--- src/rtl/bft_bin_switch.sv ---
module bft_bin_switch #(
  parameter int DATA_W = 32,
  parameter int ADDR_W = 6,
  parameter int LEVEL  = 0,
  parameter int POS    = 0
) (
  input  logic                     clk,
  input  logic                     rst,
  input  logic                     lft_in_vld,
  input  logic [ADDR_W+DATA_W-1:0] lft_in_flit,
  output logic                     lft_in_bp,
  output logic                     lft_out_vld,
  output logic [ADDR_W+DATA_W-1:0] lft_out_flit,
  input  logic                     lft_out_bp,
  input  logic                     rgt_in_vld,
  input  logic [ADDR_W+DATA_W-1:0] rgt_in_flit,
  output logic                     rgt_in_bp,
  output logic                     rgt_out_vld,
  output logic [ADDR_W+DATA_W-1:0] rgt_out_flit,
  input  logic                     rgt_out_bp,
  input  logic                     up_in_vld,
  input  logic [ADDR_W+DATA_W-1:0] up_in_flit,
  output logic                     up_in_bp,
  output logic                     up_out_vld,
  output logic [ADDR_W+DATA_W-1:0] up_out_flit,
  input  logic                     up_out_bp
);
  localparam int FW = ADDR_W + DATA_W;

  // port index: 0 left, 1 right, 2 up
  logic [2:0]    in_vld_a, out_bp_a, out_free;
  logic [FW-1:0] in_flit_a [3];
  logic [2:0]    sh_vld, out_vld_q, rr_q;
  logic [FW-1:0] sh_q [3];
  logic [FW-1:0] out_q [3];
  logic [2:0]    head_v;
  logic [FW-1:0] head [3];
  logic [1:0]    dst [3];
  logic [2:0]    gnt_in, win_v, win_hi;
  logic [1:0]    win_src [3];

  assign in_vld_a     = {up_in_vld, rgt_in_vld, lft_in_vld};
  assign out_bp_a     = {up_out_bp, rgt_out_bp, lft_out_bp};
  assign in_flit_a[0] = lft_in_flit;
  assign in_flit_a[1] = rgt_in_flit;
  assign in_flit_a[2] = up_in_flit;
  assign out_free     = ~(out_vld_q & out_bp_a);

  assign lft_in_bp    = sh_vld[0];
  assign rgt_in_bp    = sh_vld[1];
  assign up_in_bp     = sh_vld[2];
  assign lft_out_vld  = out_vld_q[0];
  assign rgt_out_vld  = out_vld_q[1];
  assign up_out_vld   = out_vld_q[2];
  assign lft_out_flit = out_q[0];
  assign rgt_out_flit = out_q[1];
  assign up_out_flit  = out_q[2];

  function automatic logic [1:0] route(input int src, input logic [FW-1:0] f);
    logic [ADDR_W-1:0] a;
    logic in_sub;
    a = f[FW-1 -: ADDR_W];
    in_sub = ((a >> (LEVEL + 1)) == ADDR_W'(POS));
    if (src == 2)   return a[LEVEL] ? 2'd1 : 2'd0;
    else if (in_sub) return (src == 0) ? 2'd1 : 2'd0;
    else            return 2'd2;
  endfunction

  always_comb begin
    for (int i = 0; i < 3; i++) begin
      head_v[i] = sh_vld[i] | in_vld_a[i];
      head[i]   = sh_vld[i] ? sh_q[i] : in_flit_a[i];
      dst[i]    = route(i, head[i]);
    end
  end

  always_comb begin
    int s0, s1;
    logic r0, r1;
    gnt_in = '0;
    win_v  = '0;
    win_hi = '0;
    for (int o = 0; o < 3; o++) begin
      s0 = (o == 0) ? 1 : 0;
      s1 = (o == 2) ? 1 : 2;
      r0 = head_v[s0] && (dst[s0] == 2'(o));
      r1 = head_v[s1] && (dst[s1] == 2'(o));
      win_hi[o]  = r1 && (!r0 || rr_q[o]);
      win_src[o] = win_hi[o] ? 2'(s1) : 2'(s0);
      win_v[o]   = out_free[o] && (r0 || r1);
      if (win_v[o]) gnt_in[win_src[o]] = 1'b1;
    end
  end

  always_ff @(posedge clk) begin
    if (rst) begin
      sh_vld    <= '0;
      out_vld_q <= '0;
      rr_q      <= '0;
    end else begin
      for (int k = 0; k < 3; k++) begin
        if (gnt_in[k]) sh_vld[k] <= 1'b0;
        else if (in_vld_a[k] && !sh_vld[k]) begin
          sh_vld[k] <= 1'b1;
          sh_q[k]   <= in_flit_a[k];
        end
        if (win_v[k]) begin
          out_vld_q[k] <= 1'b1;
          out_q[k]     <= head[win_src[k]];
          rr_q[k]      <= ~win_hi[k];
        end else if (out_free[k]) out_vld_q[k] <= 1'b0;
      end
    end
  end


  rst_clear_chk: assert property (@(posedge clk) rst |=> (out_vld_q == 3'b0 && sh_vld == 3'b0));

  for (genvar g = 0; g < 3; g++) begin : g_chk

    out_hold_chk: assert property (@(posedge clk) disable iff (rst)
      out_vld_q[g] && out_bp_a[g] |=> out_vld_q[g] && $stable(out_q[g]));

    out_leave_chk: assert property (@(posedge clk) disable iff (rst)
      $fell(out_vld_q[g]) |-> $past(!out_bp_a[g]));

    park_src_chk: assert property (@(posedge clk) disable iff (rst)
      $rose(sh_vld[g]) |-> $past(in_vld_a[g]));
  end
endmodule

--- config.mk ---
export PLATFORM = sky130hd
export DESIGN_NAME = bft_bin_switch
export DESIGN_NICKNAME = d
export VERILOG_FILES = /design/src/rtl/bft_bin_switch.sv
export SDC_FILE = /design/constraint.sdc
export NUM_CORES = 1
export LEC_CHECK = 0
export BUFFER_PORTS_ARGS = -buffer_cell sky130_fd_sc_hd__buf_2
export CAP_MARGIN = 25
export CORE_AREA = 3 3 100 197
export DETAILED_ROUTE_END_ITERATION = 16
export DIE_AREA = 0 0 103 200
export PLACE_DENSITY_LB_ADDON = 0.15
export SLEW_MARGIN = 30
export SYNTH_ARGS = -nofsm -noshare
export SYNTH_HDL_FRONTEND = slang
export SYNTH_SLANG_ARGS = --single-unit
--- constraint.sdc ---
create_clock -name clk -period 15.15 [get_ports clk]
set_input_delay 2.2725 -clock clk [delete_from_list [all_inputs] [get_ports clk]]
set_output_delay 2.2725 -clock clk [all_outputs]
set_load 0.02 [all_outputs]
==> results of run 1 <==
[cells in the final DEF, fill, tap and decap left out, types with 2 or more instances in the layout]
| master | synthesis | routed |
|---|---|---|
| buf_2 | 10 | 241 |
| edfxtp_1 | 228 | 228 |
| mux2i_1 | 225 | 225 |
| clkbuf_16 | 0 | 23 |
| buf_4 | 3 | 11 |
| nand2_1 | 6 | 6 |
| dfxtp_1 | 9 | 6 |
| diode_2 | 0 | 5 |
| a21oi_1 | 5 | 5 |
| clkinv_2 | 0 | 5 |
| nor2_1 | 4 | 4 |
| bufinv_16 | 0 | 4 |
| clkinv_1 | 0 | 4 |
| inv_1 | 3 | 3 |
| nand2b_1 | 3 | 3 |
| o21ba_2 | 3 | 3 |
| clkbuf_1 | 9 | 3 |
| nor3_1 | 3 | 2 |
| nor4_2 | 1 | 2 |
| nor3b_1 | 2 | 2 |
| o22ai_1 | 2 | 2 |
| o22a_1 | 2 | 2 |
| a2111oi_4 | 0 | 2 |
| a2111oi_2 | 4 | 2 |
| nor4_1 | 3 | 2 |
| a31oi_1 | 2 | 2 |
| a21boi_0 | 2 | 2 |
| dfxtp_4 | 0 | 2 |
[power breakdown]
group / internal, uW / total, uW / switching, uW
combinational: 82.4 / 216 / 134
clock: 345 / 579 / 234
sequential: 772 / 794 / 22.0
[routing by layer]
metal  vias up  track usage, %  wire length [um]
li1       2722               -                 -
met3        42            4.35              1580
met4         4            9.65               840
met5         -               0                14
met2       238            44.7             14100
met1      3122            27.8              9330
[how the worst max path moves through the flow]
stage	slack, ps	end	from
after floorplan	8080	sh_q[0][0]	up_in_vld
after global placement	10220	out_q[0][55]	lft_in_flit[33]
after detailed placement	10260	sh_q[0][83]	rgt_in_flit[33]
after CTS	10770	sh_q[0][83]	rgt_in_flit[33]
after global routing	10660	sh_q[0][111]	rgt_in_flit[33]
final	10770	sh_q[0][80]	rgt_in_flit[33]
[per-stage QoR]
stage	total power [uW]	instance area [um^2]	hold WS (ps)	instances
after detailed placement	1020	11500	544	997
after global placement	1020	11500	511	996
after CTS	1600	12200	559	1037
after floorplan	942	9970	496	557
after global routing	1640	12200	574	1042
final	1590	12200	550	1042
[kinds of logic (layout without fill, tap and decap cells)]
logic type	after synthesis	in the layout
muxes	225	225
and+or+nand+nor	29	29
AOI/OAI and AO/OA	34	34
DFF	237	237
other	0	5
buffers and inverters	32	296
[worst max-delay path: cells and delay by family]
family	cells	cell delay, ps
AO/OA/AOI/OAI	2	850
buffers and inverters	2	640
AND/OR/NAND/NOR	2	710
[cell usage after synthesis, drive strengths merged, types with 3 or more instances]
cell | number | area share, %
o21ai | 3 | 0.15
o22ai | 3 | 0.25
nand2 | 6 | 0.23
dfxtp | 9 | 1.8
nor2 | 4 | 0.15
clkbuf | 9 | 0.34
buf | 20 | 1.4
nor3 | 3 | 0.15
a21oi | 5 | 0.25
a2111oi | 5 | 0.69
mux2i | 225 | 23
nor4 | 5 | 0.53
o21ba | 3 | 0.30
inv | 3 | 0.11
edfxtp | 228 | 69
nor3b | 3 | 0.28
nand2b | 3 | 0.19
[cell type report]
class | instances | share of cell area, %
inverter | 3 | 0.0920
tap | 216 | 2.21
clock buffer | 26 | 4.80
timing repair buffer | 253 | 10.6
multi-input combinational | 288 | 23.3
antenna | 5 | 0.102
clock inverter | 14 | 1.38
sequential | 237 | 57.5
[sequential cells by signal, indices dropped and copies added, names as in the netlist]
name       count
out_q        114
out_vld_q      3
rr_q           3
sh_q         114
sh_vld         3
==> results.json, run 1 <==
{
  "status": "finished clean",
  "ys_seq_elements": 237,
  "setup_tns_ps": 0,
  "htree_levels": 1,
  "crit_path_end_kind": "flip-flop",
  "cts_tree": "built",
  "yosysWarnings": 0,
  "rsz0062_at_grt": "false",
  "drt-vias-per-instance": 5.88,
  "antenna_found_initial": 7,
  "finalSetupViolCount": 0,
  "synthFlopType": "edfxtp_1",
  "overflow": 0,
  "fillers": 1343,
  "synth_nets": 679,
  "hold_depth": 2,
  "slew_viol_final": 0,
  "hpwl_um": 17500,
  "synth_top_family_by_area": "multiplexers",
  "path_cells": "buf_2, nor4_2, o221ai_1, or2_1, a2111oi_4, buf_4",
  "globalplace.congestion": 0.844,
  "wl_per_cell_um": 24.8,
  "cts_buffers": 22,
  "synth_cell_type_count": 41,
  "drive_above_1_share_pct": 37.8,
  "portBuffers": 241,
  "cap_violations": 0,
  "crit_type": "input pin to flip-flop",
  "start_kind": "input pin",
  "synth_mux_area_share_pct": 22.6,
  "grt_pass1_vias": 6632,
  "path_clk_slew_ps": 60,
  "drt_iter0_drc": 242,
  "synthAdderAreaFrac_pct": 0,
  "tightest_slew_ps": 1010,
  "grt_max_degree": 47,
  "period_share_pct": 28.9,
  "worst_slack_ps": 10770,
  "pre_cts_slack_ps": 10260,
  "num_rows": 70,
  "start_util_pct": 54.2,
  "regToRegStartpoint": "sh_vld[1]",
  "synth_edf_count": 228,
  "synthXorXnorAreaFrac_pct": 0,
  "crit-reg2reg-capture": "sh_q[0][80]",
  "grt_pass1_wl_um": 37600,
  "finClkSkew_ps": 14.1,
  "fmax_ghz": 0.228,
  "core_area_mm2": 0.0184,
  "cts.root.buffer_cell": "clkbuf_16",
  "clock-sinks": 237,
  "hold_path_class": "flip-flop to flip-flop",
  "power.density_mw_per_mm2": 130,
  "fin_util_pct": 66.5,
  "die_area_mm2": 0.0206,
  "cp.arrival_ps": 4510,
  "clock_latency_ps": 500,
  "rrSetupSlack_ps": 11670,
  "async_flop_share_pct": 0,
  "grt_usage_pct": 24.5,
  "synth_area_mm2": 0.00997,
  "dieWidth_um": 103,
  "drc": 0,
  "cts-resized-gates": 0,
  "ant_nets": 0,
  "critPathRequiredTime_ps": 15280,
  "cts_hold_buf": 0,
  "vias": 6128,
  "drt_pass1_iterations": 4,
  "r2r_cells": 5,
  "yosysSeqAreaShare_pct": 70.5,
  "drt_wl_total_um": 25800,
  "slowest_stage": "buf_4",
  "holdPathEnd": "out_vld_q[1]",
  "critPathMaxStageDelay_ps": 520,
  "multiInputGateArea_mm2": 0.00285,
  "syn_avg_cell_area_um2": 17.9,
  "synth_simple_gate_area_share_pct": 2.10,
  "relSlewSlack_pct": 30.7,
  "seq_area_mm2": 0.00704,
  "min_from": "out_vld_q[1]",
  "ioPinCount": 242,
  "cts.path.max_buffers": 3,
  "ir_worst_vdd_mv": 0.107,
  "hold_violations": 0,
  "syn_to_final_growth_pct": 22.7,
  "post_cts_buffers": 0,
  "layout.nets": 927,
  "path_max_fanout": 34,
  "period_needed_ps": 4380,
  "p_leak_uw": 0.00484,
  "syn-instance-count": 557,
  "synth-compound-area-share_pct": 2.95,
  "die_y_um": 200
}
No activity file was read; power rests on OpenSTA's default activity.
==> inputs of run 2 (changes only) <==
Settings changed: ABC_AREA from default to 1, CORE_AREA 3 3 100 197 to 3 3 106 210, DIE_AREA 0 0 103 200 to 0 0 109 213.
Clock period 15.15 ns to 3.6 ns, I/O delays scaled along.
==> run 2 against run 1 <==
Against the previous run:
- sequential cell count unchanged
- synthesized cell count rose by 58%
- global-route usage up 0.22 points
- worst hold slack lost 330 ps
- cell count up 35%
- critical path depth increased by 5
- setup slack got worse by 10000 ps
- power grew to 4.5 times the previous value
- core utilization down 7.9 points
- die area up 13%
- sequential share of layout area down 0.21 points
- first-iteration DRC count is 67% higher
==> results.json, run 2 <==
{
  "yosysMostFrequentCell": "nand2_1",
  "cts_buffers": 21,
  "wl_per_cell_um": 20.2,
  "critPathMaxStageDelay_ps": 580,
  "antenna_found_initial": 8,
  "syn_avg_cell_area_um2": 11.3,
  "path_max_fanout": 25,
  "clock_latency_ps": 510,
  "synth_nets": 1002,
  "final_cells": 1409,
  "vias": 7407,
  "drt_iter0_drc": 404,
  "mostFrequentLayoutCells": "346 x nand2_1, 241 x buf_2, 228 x edfxtp_1",
  "drt-vias-per-instance": 5.26,
  "path_clk_slew_ps": 70,
  "core_area_mm2": 0.0209,
  "die_y_um": 213,
  "drc": 0,
  "holdWs_ps": 224,
  "path_cells": "inv_2, nand2_1, nand2_1, nand3_1, nor2_2, nand3_1, nand2_2, nand2_1, nand3_1, nor2_4, buf_12",
  "synthTopCellsByArea": "edfxtp_1 69%, nand2_1 13%, o21ai_0 3.6%, mux2i_1 3.4%, a31oi_1 2.0%",
  "ir_worst_vdd_mv": 0.433,
  "regToRegStartpoint": "sh_vld[1]",
  "p_leak_uw": 0.00516,
  "period_share_pct": 77.9,
  "hpwl_um": 20000,
  "synth_cell_type_count": 23,
  "layout_commonest_cell": "nand2_1",
  "yosysTopAreaCellShare_pct": 68.7,
  "htree_levels": 1,
  "grt_pass1_vias": 7525,
  "met2_length_um": 15600,
  "rsz0062_at_grt": "false",
  "ys_seq_elements": 237,
  "drt_pass1_iterations": 4,
  "tightest_slew_ps": 638,
  "layout.nets": 1243,
  "cts.path.max_buffers": 3,
  "synthFlopType": "edfxtp_1",
  "synth_top_area_cell": "edfxtp_1",
  "crit_path_end": "sh_q[0][57]",
  "dp.cells": 1367,
  "drive_above_1_share_pct": 27.5,
  "grt_pass1_wl_um": 42300,
  "crit_path_start": "sh_vld[1]",
  "cts_tree": "built",
  "relSlewSlack_pct": 57.5,
  "critPathRequiredTime_ps": 3790,
  "grt_max_degree": 57,
  "syn_to_final_growth_pct": 23.2,
  "cts.root.buffer_cell": "clkbuf_16",
  "async_flop_share_pct": 0,
  "setup_tns_ps": 0,
  "start_kind": "flip-flop",
  "hold_depth": 1,
  "drt_wl_total_um": 28400,
  "power.density_mw_per_mm2": 581,
  "hold_path_class": "input pin to flip-flop",
  "globalplace.congestion": 0.936,
  "wl_met1_um": 9970,
  "start_util_pct": 47.6,
  "die_area_mm2": 0.0232,
  "crit_type": "flip-flop to flip-flop",
  "r2r_cells": 11,
  "grt_usage_pct": 24.7,
  "period_needed_ps": 2800,
  "fmax_ghz": 0.357,
  "finClkSkew_ps": 16.4,
  "cap_violations": 0,
  "status": "finished clean",
  "hold_violations": 0,
  "yosysWarnings": 0,
  "synth_edf_count": 228,
  "rrSetupSlack_ps": 800,
  "fillers": 1858,
  "slew_viol_final": 0,
  "ioPinCount": 242,
  "num_rows": 75,
  "multiInputGateArea_mm2": 0.00263,
  "synth_commonest_cells": "346 x nand2_1, 228 x edfxtp_1, 71 x o21ai_0, 47 x nor2_1, 34 x mux2i_1",
  "crit_path_end_kind": "flip-flop",
  "reg_top3": "out_q: 114 flops, sh_q: 114 flops",
  "syn-instance-count": 880,
  "slowest_stage": "dfxtp_2",
  "dieWidth_um": 109,
  "cts-resized-gates": 0,
  "crit-reg2reg-capture": "sh_q[0][57]",
  "portBuffers": 241,
  "cp.arrival_ps": 2990,
  "overflow": 0,
  "dr_wl_met3_um": 1720,
  "clock-sinks": 237,
  "finalSetupViolCount": 0,
  "cts_hold_buf": 0,
  "seq_area_mm2": 0.00703,
  "synth_area_mm2": 0.00996,
  "post_cts_buffers": 0,
  "ant_nets": 0,
  "yosysSeqAreaShare_pct": 70.5,
  "highest_layer": "met5"
}
[run 2: changes by cell type after synthesis, sizes merged, moves of 5 or more]
| cell | delta |
|---|---|
| inv | +27 |
| mux2i | -191 |
| buf | +13 |
| nand2 | +343 |
| o21ai | +81 |
| nand3 | +11 |
| nor2 | +45 |
| a31oi | +30 |
| a2111oi | -5 |
| nor4 | -5 |
[run 2: critical path: cells and delay by family, from the launching register on]
family	cells	cell delay, ps
AND/OR/NAND/NOR	9	1450
flip-flops	1	580
buffers and inverters	2	400
[run 2: layout make-up]
type	instances	area share, %
multi-input cells	570	21.5
inverters	30	0.917
clock buffers	23	4.34
flip-flops and latches	237	57.3
diodes	5	0.102
repair buffers	261	11.4
well taps	269	2.74
clock inverters	14	1.80
[run 2: layer usage]
metal,GRT usage (%),vias to the layer above
met5,0,-
met4,11.8,6
met1,27.6,3525
met2,45.2,273
li1,-,3530
met3,3.63,73
[run 2: kinds of logic (layout without fill, tap and decap cells)]
logic type             Yosys count  in the layout  share of synthesized area (%)
muxes                           34             34                           3.42
buffers and inverters           73            328                           3.53
other                            0              5                              0
AOI/OAI and AO/OA              122            122                           6.57
DFF                            237            237                           70.5
and+or+nand+nor                414            414                           16.0
[run 2: per-stage QoR]
stage | total power, uW | cell area (um^2) | worst slack (ps) | util [%]
final | 7130 | 12300 | 796 | 58.7
after global routing | 7410 | 12300 | 591 | 58.7
after CTS | 7190 | 12300 | 763 | 58.6
after detailed placement | 4700 | 11500 | 691 | 55.0
after global placement | 4690 | 11500 | 708 | 55.0
after floorplan | 4220 | 9970 | 26.0 | -
[run 2: how the worst min path moves through the flow]
| stage | from | endpoint | slack [ps] |
|---|---|---|---|
| finish | lft_in_flit[29] | sh_q[0][29] | 220 |
| global route | lft_in_flit[2] | sh_q[0][2] | 220 |
| CTS | rgt_in_flit[32] | sh_q[0][70] | 210 |
| detailed placement | rr_q[2] | rr_q[2] | 460 |
| global placement | rr_q[0] | rr_q[0] | 460 |
| floorplan | rr_q[0] | rr_q[0] | 440 |
[run 2: power by group]
group          internal, uW  total (uW)  switching (uW)
clock                  1500        2500             996
sequential             3330        3410            85.1
combinational           366        1220             850
